$ cat config.mk
export PLATFORM = sky130hd
export DESIGN_NAME = trig_intc
export DESIGN_NICKNAME = d
export VERILOG_FILES = /design/src/rtl/trig_intc_pkg.sv /design/src/rtl/trig_intc_sync.sv /design/src/rtl/trig_intc_detect.sv /design/src/rtl/trig_intc_regs.sv /design/src/rtl/trig_intc.sv
export SDC_FILE = /design/constraint.sdc
export NUM_CORES = 1
export LEC_CHECK = 0
export CORE_ASPECT_RATIO = 0.5
export CORE_MARGIN = 1.5
export CORE_UTILIZATION = 55
export CTS_CLUSTER_SIZE = 24
export DETAILED_ROUTE_END_ITERATION = 16
export GPL_TIMING_DRIVEN = 1
export PLACE_DENSITY = 0.76
export REMOVE_ABC_BUFFERS = 1
export SYNTH_ARGS = -nofsm -noshare
export SYNTH_HDL_FRONTEND = slang
export SYNTH_SLANG_ARGS = --single-unit
$ cat constraint.sdc
create_clock -name clk -period 3.4 [get_ports clk]
set_clock_uncertainty 0.2 [all_clocks]
set_input_delay 0.68 -clock clk [delete_from_list [all_inputs] [get_ports clk]]
set_output_delay 0.68 -clock clk [all_outputs]
set_load 0.01 [all_outputs]
$ cat src/rtl/trig_intc_pkg.sv
package trig_intc_pkg;

  localparam int unsigned OFS_ENABLE = 32'h00;
  localparam int unsigned OFS_RAW    = 32'h04;
  localparam int unsigned OFS_PEND   = 32'h08;
  localparam int unsigned OFS_POLAR  = 32'h0C;
  localparam int unsigned OFS_KIND   = 32'h10;
  localparam int unsigned OFS_ROUTE  = 32'h14;

  typedef enum logic [2:0] {
    SEL_NONE,
    SEL_ENABLE,
    SEL_RAW,
    SEL_PEND,
    SEL_POLAR,
    SEL_KIND,
    SEL_ROUTE
  } reg_sel_e;

  function automatic reg_sel_e decode_sel(input logic [31:0] byte_addr);
    reg_sel_e s;
    case (byte_addr)
      OFS_ENABLE: s = SEL_ENABLE;
      OFS_RAW:    s = SEL_RAW;
      OFS_PEND:   s = SEL_PEND;
      OFS_POLAR:  s = SEL_POLAR;
      OFS_KIND:   s = SEL_KIND;
      OFS_ROUTE:  s = SEL_ROUTE;
      default:    s = SEL_NONE;
    endcase
    return s;
  endfunction

  // Polarity-adjusted level of one line.
  function automatic logic level_hit(input logic cur, input logic act_high);
    return act_high ? cur : ~cur;
  endfunction

  // One-cycle edge event for one line in edge mode.
  function automatic logic edge_hit(input logic cur, input logic prev,
                                    input logic act_high, input logic is_edge);
    logic rise;
    logic fall;
    rise = cur & ~prev;
    fall = ~cur & prev;
    return is_edge & (act_high ? rise : fall);
  endfunction

  // Next value of a sticky edge latch: a fresh event beats a clear.
  function automatic logic held_next(input logic held, input logic clr,
                                     input logic evt, input logic is_edge);
    return is_edge & ((held & ~clr) | evt);
  endfunction

endpackage

$ cat src/rtl/trig_intc_sync.sv
module trig_intc_sync #(
  parameter int unsigned WIDTH  = 32,
  parameter int unsigned STAGES = 2
) (
  input  logic             clk,
  input  logic             rst_n,
  input  logic [WIDTH-1:0] din,
  output logic [WIDTH-1:0] dout
);

  logic [WIDTH-1:0] stage_q [STAGES];

  always_ff @(posedge clk) begin
    if (!rst_n) stage_q[0] <= '0;
    else        stage_q[0] <= din;
  end

  for (genvar k = 1; k < STAGES; k++) begin : g_stage
    always_ff @(posedge clk) begin
      if (!rst_n) stage_q[k] <= '0;
      else        stage_q[k] <= stage_q[k-1];
    end
  end

  assign dout = stage_q[STAGES-1];

endmodule

$ cat src/rtl/trig_intc_detect.sv
module trig_intc_detect
  import trig_intc_pkg::*;
#(
  parameter int unsigned NSRC = 32
) (
  input  logic            clk,
  input  logic            rst_n,
  input  logic [NSRC-1:0] line_s,
  input  logic [NSRC-1:0] act_high,
  input  logic [NSRC-1:0] is_edge,
  input  logic [NSRC-1:0] clr_vec,
  output logic [NSRC-1:0] edge_evt,
  output logic [NSRC-1:0] held_q,
  output logic [NSRC-1:0] raw_vec
);

  logic [NSRC-1:0] prev_q;

  always_ff @(posedge clk) begin
    if (!rst_n) prev_q <= '0;
    else        prev_q <= line_s;
  end

  for (genvar i = 0; i < NSRC; i++) begin : g_line
    logic lvl;
    assign lvl         = level_hit(line_s[i], act_high[i]);
    assign edge_evt[i] = edge_hit(line_s[i], prev_q[i], act_high[i], is_edge[i]);

    always_ff @(posedge clk) begin
      if (!rst_n) held_q[i] <= 1'b0;
      else        held_q[i] <= held_next(held_q[i], clr_vec[i], edge_evt[i], is_edge[i]);
    end

    assign raw_vec[i] = is_edge[i] ? held_q[i] : lvl;
  end

endmodule

$ cat src/rtl/trig_intc_regs.sv
module trig_intc_regs
  import trig_intc_pkg::*;
#(
  parameter int unsigned NSRC = 32,
  parameter int unsigned AW   = 8
) (
  input  logic            clk,
  input  logic            rst_n,
  input  logic            wr_en,
  input  logic            rd_en,
  input  logic [AW-1:0]   addr,
  input  logic [NSRC-1:0] wdata,
  input  logic [NSRC-1:0] raw_vec,
  input  logic [NSRC-1:0] pend_vec,
  output logic [NSRC-1:0] enable_q,
  output logic [NSRC-1:0] polar_q,
  output logic [NSRC-1:0] kind_q,
  output logic [NSRC-1:0] route_q,
  output logic [NSRC-1:0] clr_vec,
  output logic [NSRC-1:0] rdata
);

  reg_sel_e        sel;
  logic [NSRC-1:0] rd_mux;

  assign sel = decode_sel(32'(addr));

  always_ff @(posedge clk) begin
    if (!rst_n) begin
      enable_q <= '0;
      polar_q  <= '0;
      kind_q   <= '0;
      route_q  <= '0;
    end else if (wr_en) begin
      case (sel)
        SEL_ENABLE: enable_q <= wdata;
        SEL_POLAR:  polar_q  <= wdata;
        SEL_KIND:   kind_q   <= wdata;
        SEL_ROUTE:  route_q  <= wdata;
        default:    ;
      endcase
    end
  end

  assign clr_vec = (wr_en && sel == SEL_RAW) ? wdata : '0;

  always_comb begin
    case (sel)
      SEL_ENABLE: rd_mux = enable_q;
      SEL_RAW:    rd_mux = raw_vec;
      SEL_PEND:   rd_mux = pend_vec;
      SEL_POLAR:  rd_mux = polar_q;
      SEL_KIND:   rd_mux = kind_q;
      SEL_ROUTE:  rd_mux = route_q;
      default:    rd_mux = '0;
    endcase
  end

  always_ff @(posedge clk) begin
    if (!rst_n)     rdata <= '0;
    else if (rd_en) rdata <= rd_mux;
  end

endmodule

$ cat src/rtl/trig_intc.sv
module trig_intc
  import trig_intc_pkg::*;
#(
  parameter int unsigned NSRC        = 32,
  parameter int unsigned AW          = 8,
  parameter int unsigned SYNC_STAGES = 2
) (
  input  logic            clk,
  input  logic            rst_n,
  input  logic [NSRC-1:0] src_in,
  input  logic            wr_en,
  input  logic            rd_en,
  input  logic [AW-1:0]   addr,
  input  logic [NSRC-1:0] wdata,
  output logic [NSRC-1:0] rdata,
  output logic            irq_out,
  output logic            fiq_out
);

  logic [NSRC-1:0] line_s;
  logic [NSRC-1:0] enable_q;
  logic [NSRC-1:0] polar_q;
  logic [NSRC-1:0] kind_q;
  logic [NSRC-1:0] route_q;
  logic [NSRC-1:0] clr_vec;
  logic [NSRC-1:0] edge_evt;
  logic [NSRC-1:0] held_q;
  logic [NSRC-1:0] raw_vec;
  logic [NSRC-1:0] pend_vec;
  logic            want_irq;
  logic            want_fiq;

  trig_intc_sync #(.WIDTH(NSRC), .STAGES(SYNC_STAGES)) u_sync (
    .clk  (clk),
    .rst_n(rst_n),
    .din  (src_in),
    .dout (line_s)
  );

  trig_intc_detect #(.NSRC(NSRC)) u_detect (
    .clk     (clk),
    .rst_n   (rst_n),
    .line_s  (line_s),
    .act_high(polar_q),
    .is_edge (kind_q),
    .clr_vec (clr_vec),
    .edge_evt(edge_evt),
    .held_q  (held_q),
    .raw_vec (raw_vec)
  );

  assign pend_vec = raw_vec & enable_q;

  trig_intc_regs #(.NSRC(NSRC), .AW(AW)) u_regs (
    .clk     (clk),
    .rst_n   (rst_n),
    .wr_en   (wr_en),
    .rd_en   (rd_en),
    .addr    (addr),
    .wdata   (wdata),
    .raw_vec (raw_vec),
    .pend_vec(pend_vec),
    .enable_q(enable_q),
    .polar_q (polar_q),
    .kind_q  (kind_q),
    .route_q (route_q),
    .clr_vec (clr_vec),
    .rdata   (rdata)
  );

  assign want_irq = |(pend_vec & ~route_q);
  assign want_fiq = |(pend_vec & route_q);

  always_ff @(posedge clk) begin
    if (!rst_n) begin
      irq_out <= 1'b0;
      fiq_out <= 1'b0;
    end else begin
      irq_out <= want_irq;
      fiq_out <= want_fiq;
    end
  end

endmodule

# Yosys cells after proc, flatten, opt, wreduce, memory -nomap -nowiden
# Memories as Yosys holds them, arrays and structs flattened.
# Cells that the tools add are included.
dict set report word_totals {
  ff_bits 226
  mem_bits_rw 64
  inputBits 76
  out_inout_bits 34
  elab_cells 457
  mem_count 1
}
dict set report op_classes {
  eq_ne 11
  muxes 103
  bitwise_logic 294
  n_reduce_logical 8
}
# memory depth word_bits read_ports rd_ports_with_merged_regs wr line
set mem_list {}
lappend mem_list {u_sync.stage_q 2 32 2 0 2 trig_intc_sync.sv:11} ;# logic [WIDTH-1:0] stage_q [STAGES];
# cell n
set ops {}
lappend ops {{$pmux W32 S6} 1}
lappend ops {{$and A1 B1 Y1} 160}
lappend ops {{$mux W1} 98}
lappend ops {{$and A32 B32 Y32} 3}
lappend ops {{$mux W32} 3}
lappend ops {{$not A1 Y1} 96}
lappend ops {{$reduce_or A32 Y1} 2}
lappend ops {{$or A1 B1 Y1} 34}
lappend ops {{$not A32 Y32} 1}
lappend ops {{$pmux W3 S6} 1}
lappend ops {{$eq A8 B4 Y1 const B} 2}
lappend ops {{$eq A8 B5 Y1 const B} 2}
lappend ops {{$eq A3 B3 Y1 const B} 3}
lappend ops {{$eq A8 B3 Y1 const B} 1}
lappend ops {{$logic_not A8 Y1} 1}
lappend ops {{$reduce_and A2 Y1} 4}
lappend ops {{$eq A3 B2 Y1 const B} 2}
lappend ops {{$eq A3 B1 Y1 const B} 1}
lappend ops {{$logic_and A1 B1 Y1} 1}

# Logic depth before layout (Yosys ltp)
dict set report depth {
  depth_word 9
  depth_mapped 8
  depth_no_buf 5
}

# Modules after synthesis
# From an unflattened synthesis, not the netlist that was laid out.
dict set report unflattened {
  hier_cells 1434
  area_unflattened_um2 12897.4
}
# mod n_inst cells_each area_per_inst_um2
set modules_own_cells {}
lappend modules_own_cells {trig_intc_regs 1 800 7085.5}
lappend modules_own_cells {trig_intc_detect 1 391 3397.0}
lappend modules_own_cells {trig_intc_sync 1 134 1791.7}
lappend modules_own_cells {trig_intc 1 109 623.1}

# Least setup slack after synthesis
# OpenSTA, ideal clock, no wires.
dict set report synth_path {
  path_kind {in2reg}
  from {input addr[3]}
  to {register u_detect.held_q[10]}
  setup_ns 0.123
  arrival_time_ns 2.051
  required_time_ns 3.077
  path_slack_ns 1.026
  cell_stages 8
  n_path_buf 3
  cell_sequence {buf_2 nor4b_4 and3_1 buf_2 buf_2 nand2_1 a221oi_1 nor2_1}
}
dict set report synth_between {
  elab_chain_len 9
  word_cells_on_any_way 14
  cone_classes {6 x eq/ne; 2 x mux; 4 x bitwise; 2 x reduce/logical}
}
# element line
set synth_rtl {}
lappend synth_rtl {{from (decl)} trig_intc.sv:13} ;# input logic [AW-1:0] addr,
lappend synth_rtl {{$eq A8 B5 Y1, or another cell as far along} trig_intc_pkg.sv:22} ;# case (byte_addr)
lappend synth_rtl {{$pmux W3 S6 *} trig_intc_pkg.sv:22}
lappend synth_rtl {{$eq A3 B2 Y1 *} trig_intc_regs.sv:45} ;# assign clr_vec = (wr_en && sel == SEL_RAW) ? wdata : '0;
lappend synth_rtl {{$logic_and A1 B1 Y1 *} trig_intc_regs.sv:45}
lappend synth_rtl {{$mux W32 *} trig_intc_regs.sv:45}
lappend synth_rtl {{$not A1 Y1 *} trig_intc_pkg.sv:52} ;# return is_edge & ((held & ~clr) | evt);
lappend synth_rtl {{$and A1 B1 Y1 *} trig_intc_pkg.sv:52}
lappend synth_rtl {{$or A1 B1 Y1 *} trig_intc_pkg.sv:52}
lappend synth_rtl {{$and A1 B1 Y1 *} trig_intc_pkg.sv:52}
lappend synth_rtl {{to (signal, indexed assignment)} trig_intc_detect.sv:31} ;# else held_q[i] <= held_next(held_q[i], clr_vec[i], edge_evt[i], is_edge[i]);
lappend synth_rtl {{to (decl)} trig_intc_detect.sv:13} ;# output logic [NSRC-1:0] held_q,
# Mark *: on every way between the ends. The rest lies on a longest branch, timed or not.
# A chain may end at the register's enable or synchronous reset.

# Worst setup path after layout
dict set report layout_path {
  from {register u_regs.polar_q[31]}
  to {register fiq_out}
}
dict set report layout_between {
  elab_chain_len 5
}
# element line
set layout_rtl {}
lappend layout_rtl {{from (decl)} trig_intc_regs.sv:16} ;# output logic [NSRC-1:0] polar_q,
lappend layout_rtl {{from (signal assigned)} trig_intc_regs.sv:37} ;# SEL_POLAR: polar_q <= wdata;
lappend layout_rtl {{$mux W1} trig_intc_pkg.sv:36} ;# return act_high ? cur : ~cur;
lappend layout_rtl {{$mux W1} trig_intc_detect.sv:34} ;# assign raw_vec[i] = is_edge[i] ? held_q[i] : lvl;
lappend layout_rtl {{$and A32 B32 Y32} trig_intc.sv:52} ;# assign pend_vec = raw_vec & enable_q;
lappend layout_rtl {{$and A32 B32 Y32} trig_intc.sv:72} ;# assign want_fiq = |(pend_vec & route_q);
lappend layout_rtl {{$reduce_or A32 Y1} trig_intc.sv:72}
lappend layout_rtl {{to (signal assigned)} trig_intc.sv:80} ;# fiq_out <= want_fiq;
lappend layout_rtl {{to (decl)} trig_intc.sv:17} ;# output logic fiq_out
# Every way passes these cells.

==> impl_metrics.env <==
export IMPL_result_of_the_run="finished, final reports clean"
export IMPL_yosysUniqueCellTypes=59
export IMPL_setup_viol=0
export IMPL_synth_top_family_by_area="simple AND/OR/NAND/NOR gates"
export IMPL_dr_total_vias=12900
export IMPL_instances_no_fill=2090
export IMPL_grt_overflow=0
export IMPL_critical_path_max_fanout=5
export IMPL_synth_adder_area_share_pct=0
export IMPL_wl_per_cell_um=20.8
export IMPL_timing_final_max_slew_violations=0
export IMPL_portBuffers=109
export IMPL_drt_iter0_drc=1582
export IMPL_die_height_um=114
export IMPL_synth_simple_gate_area_share_pct=29.0
export IMPL_synth_area_mux_share_pct=2.74
export IMPL_setup_worst_path_start_class="flop"
export IMPL_fin_nets=1814
export IMPL_netlist_top_cells_area="sky130_fd_sc_hd__dfxtp_1 43%, sky130_fd_sc_hd__nand2_1 11%, sky130_fd_sc_hd__and2_1 4.5%, sky130_fd_sc_hd__a21boi_0 4.4%, sky130_fd_sc_hd__nor2_1 3.2%"
export IMPL_postSynth_topFlopCell="sky130_fd_sc_hd__dfxtp_1"
export IMPL_power_density_cell_area_nw_per_um2=425
export IMPL_cp_cell_sequence="xnor2_1 -> and4b_1 -> a2111oi_0 -> buf_4 -> nand4_1 -> o41a_1"
export IMPL_postSynthAreaPerCell_sq_um=8.12
export IMPL_avgViaCountPerCell=6.15
export IMPL_synth_compound_gate_area_share_pct=19.5
export IMPL_post_place_ws_ns=0.273
export IMPL_start_util_pct=56.2
export IMPL_vias_in_the_first_global_route=11800
export IMPL_tritoncts_num_buffers=25
export IMPL_grt_start_max_net_pins=100
export IMPL_largest_area_contributor_in_the_netlist="sky130_fd_sc_hd__dfxtp_1"
export IMPL_final_design_area_no_fill_sq_um=15800
export IMPL_final_antenna_net_count=0
export IMPL_tns_ns=0
export IMPL_clock_tree_htree_level_count=1
export IMPL_post_dp_cell_area_sq_um=15000
export IMPL_clockBufferDepth=3
export IMPL_clk_latency_ns=0.55
export IMPL_cts_resized_gates=0
export IMPL_globalplace_congestion=1.05
export IMPL_maxSlewHeadroom_pct=22.2
export IMPL_share_of_post_route_cells_with_drive_strength_above_1_pct=5.64
export IMPL_syn_area_sq_um=13500
export IMPL_grt_total_usage_pct=33.7
export IMPL_power_leakage_uw=0.00526
export IMPL_fmax_mhz=363
export IMPL_postSynthRegisterBits=290
export IMPL_critPathKind="reg -> reg"
export IMPL_power_ir_vdd_worst_mv=0.361
export IMPL_worst_min_path_class="reg -> reg"
export IMPL_cpMaxStageDelayCell="sky130_fd_sc_hd__a2111oi_0"
export IMPL_rrSetupSlack_ns=0.65
export IMPL_timing_critical_path_arrival_ns=2.97
export IMPL_syn2layout_area_growth_pct=16.7
export IMPL_tritoncts="built"
export IMPL_rsz0062_at_grt="no"
export IMPL_antenna_found_initial=1
export IMPL_worst_setup_slack_final_ns=0.648
export IMPL_tightest_slew_ns=1.15
export IMPL_synth_enable_flop_cells=0
export IMPL_drcViolationCount=0
export IMPL_synth_async_reset_ratio_pct=0
export IMPL_dieWidth_um=225
export IMPL_cts_hold_buffers_added=0
export IMPL_critPathCaptureType="flop"
export IMPL_synth_top_area_share_pct=42.9
export IMPL_required_ns=3.62
export IMPL_detailedPlacementHpwl_mm=30.5
export IMPL_slowest_delay_ns=0.81
export IMPL_final_fill_count=2063
export IMPL_placeableCoreArea_sq_um=24100
export IMPL_cts_root_buffer_cell="sky130_fd_sc_hd__clkbuf_16"
export IMPL_synth_xor_xnor_area_share_pct=2.01
export IMPL_share_of_the_clock_period_used_by_the_worst_path_pct=80.9
export IMPL_yosysSeqAreaShare_pct=42.9
export IMPL_drt_pass1_iterations=5
export IMPL_tritoncts_sinks=290
export IMPL_placementRows=40
export IMPL_top_level_pins=110
export IMPL_floorplan_die_area_sq_um=25600
export IMPL_synth_warnings=0
export IMPL_finalHoldViolCount=0
export IMPL_path_clk_slew_ns=0.07
export IMPL_n_antenna_cell=0
export IMPL_postSynthCellCount=1667
export IMPL_setup_fix_bufs_post_cts=0
export IMPL_cap_violations=0
export IMPL_first_pass_grt_wire_length_mm=66.4
export IMPL_final_min_clock_period_ns=2.75
export IMPL_placed_cells=2047
export IMPL_total_detailed_routing_wirelength_mm=43.6
-- worst paths after layout --
kind | cells after the start | endpoint | startpoint
worst max-delay path | 6 | fiq_out$_SDFF_PN0_ | u_regs.polar_q[31]$_SDFFE_PN0P_
worst min register to register | 1 | u_sync.stage_q[1][13]$_SDFF_PN0_ | u_sync.stage_q[0][13]$_SDFF_PN0_
worst max register to register | 6 | fiq_out$_SDFF_PN0_ | u_regs.polar_q[31]$_SDFFE_PN0P_
worst min-delay path | 1 | u_sync.stage_q[1][13]$_SDFF_PN0_ | u_sync.stage_q[0][13]$_SDFF_PN0_
-- stage by stage --
step                      total power (uW)  util, %  hold WS, ns
final                                 6720     65.7        0.226
after global routing                  6930     65.7        0.242
after CTS                             6740     65.7        0.234
after floorplan                       3660        -        0.212
after global placement                3900     62.4        0.214
after detailed placement              3910     62.4        0.218
-- area by class of cell --
class,count,area (sq um),share of cell area [%]
clock buffer,36,707,4.47
clock inverter,7,87.6,0.554
timing repair buffer,162,1530,9.66
inverter,14,52.6,0.332
multi-input combinational,1245,7210,45.6
tap,336,420,2.66
sequential,290,5810,36.7
-- cells by family after synthesis --
| kind of cell | Yosys count |
|---|---|
| flops | 290 |
| buf+inv | 132 |
| simple gates | 814 |
| compound gates | 363 |
| mux | 37 |
| xor+xnor | 31 |
-- layout by cell type (no fill, tap or decap), types with 8 or more instances in the layout --
master and n:
sky130_fd_sc_hd__a2111oi_0 8, sky130_fd_sc_hd__a211oi_1 20, sky130_fd_sc_hd__a21boi_0 79, sky130_fd_sc_hd__a21boi_1 50
sky130_fd_sc_hd__a21oi_1 25, sky130_fd_sc_hd__a221oi_1 43, sky130_fd_sc_hd__a32o_1 8, sky130_fd_sc_hd__a32oi_1 11
sky130_fd_sc_hd__and2_1 99, sky130_fd_sc_hd__and4b_1 8, sky130_fd_sc_hd__buf_4 50, sky130_fd_sc_hd__clkbuf_16 25
sky130_fd_sc_hd__clkdlybuf4s50_1 108, sky130_fd_sc_hd__dfxtp_1 290, sky130_fd_sc_hd__inv_1 13, sky130_fd_sc_hd__mux2i_1 36
sky130_fd_sc_hd__nand2_1 407, sky130_fd_sc_hd__nand3_1 43, sky130_fd_sc_hd__nand4_1 31, sky130_fd_sc_hd__nand4b_1 13
sky130_fd_sc_hd__nor2_1 116, sky130_fd_sc_hd__nor2b_1 33, sky130_fd_sc_hd__nor4_1 8, sky130_fd_sc_hd__nor4bb_1 12
sky130_fd_sc_hd__o2111ai_1 10, sky130_fd_sc_hd__o211ai_1 9, sky130_fd_sc_hd__o21ai_0 54, sky130_fd_sc_hd__o22ai_1 22
sky130_fd_sc_hd__o2bb2ai_1 8, sky130_fd_sc_hd__xnor2_1 17, sky130_fd_sc_hd__xor2_1 14
-- layer usage --
layer | vias up | track usage, % | wire length, um
met5 | - | 0 | 0
met4 | 0 | 8.86 | 1020
met3 | 103 | 10.7 | 5050
met2 | 652 | 49.6 | 18100
met1 | 6149 | 47.5 | 19500
li1 | 5950 | - | -
-- critical path, delay by kind of cell (launching register included) --
kind | cells | cell delay (ns)
AO/OA/AOI/OAI | 2 | 1.25
XOR/XNOR | 1 | 0.16
buffers and inverters | 1 | 0.25
flip-flops | 1 | 0.44
AND/OR/NAND/NOR | 2 | 0.33
-- state kept, by name, indices dropped and copies added (netlist names) --
register and flops:
fiq_out 1, irq_out 1, u_detect.held_q 32, u_detect.prev_q 32, u_regs.enable_q 32, u_regs.kind_q 32, u_regs.polar_q 32, u_regs.rdata 32
u_regs.route_q 32, u_sync.stage_q 64
-- cell usage after synthesis, types with 3 or more instances --
master	n
sky130_fd_sc_hd__nor3b_1	5
sky130_fd_sc_hd__o2111ai_1	10
sky130_fd_sc_hd__nand4_1	31
sky130_fd_sc_hd__o21ai_0	54
sky130_fd_sc_hd__a21oi_1	25
sky130_fd_sc_hd__nor3_1	5
sky130_fd_sc_hd__nor2_1	116
sky130_fd_sc_hd__xor2_1	14
sky130_fd_sc_hd__and2_1	98
sky130_fd_sc_hd__dfxtp_1	290
sky130_fd_sc_hd__a32oi_1	11
sky130_fd_sc_hd__a211oi_1	20
sky130_fd_sc_hd__nand2_1	407
sky130_fd_sc_hd__inv_1	13
sky130_fd_sc_hd__mux2i_1	36
sky130_fd_sc_hd__nand4b_1	13
sky130_fd_sc_hd__buf_2	20
sky130_fd_sc_hd__nor2b_1	33
sky130_fd_sc_hd__a221oi_1	43
sky130_fd_sc_hd__nand3b_1	6
sky130_fd_sc_hd__xnor2_1	17
sky130_fd_sc_hd__a21boi_0	79
sky130_fd_sc_hd__o211ai_1	9
sky130_fd_sc_hd__clkbuf_1	93
sky130_fd_sc_hd__a2111oi_0	8
sky130_fd_sc_hd__a32o_1	8
sky130_fd_sc_hd__o21a_1	4
sky130_fd_sc_hd__a21boi_1	51
sky130_fd_sc_hd__or4_1	3
sky130_fd_sc_hd__o22ai_1	22
sky130_fd_sc_hd__nor4_1	8
sky130_fd_sc_hd__buf_4	3
sky130_fd_sc_hd__and4b_1	8
sky130_fd_sc_hd__nor4bb_1	12
sky130_fd_sc_hd__nor4b_1	7
sky130_fd_sc_hd__nand3_1	43
sky130_fd_sc_hd__and3_1	7
sky130_fd_sc_hd__o2bb2ai_1	8
-- report_power, final --
part | internal (uW) | switching [uW] | total, uW | leakage (uW)
registers | 3440 | 29.8 | 3470 | 0.00235
clock network | 1590 | 1290 | 2880 | 0.000389
logic | 179 | 191 | 370 | 0.00252
Note: power is estimated with default switching activity, not from simulation.
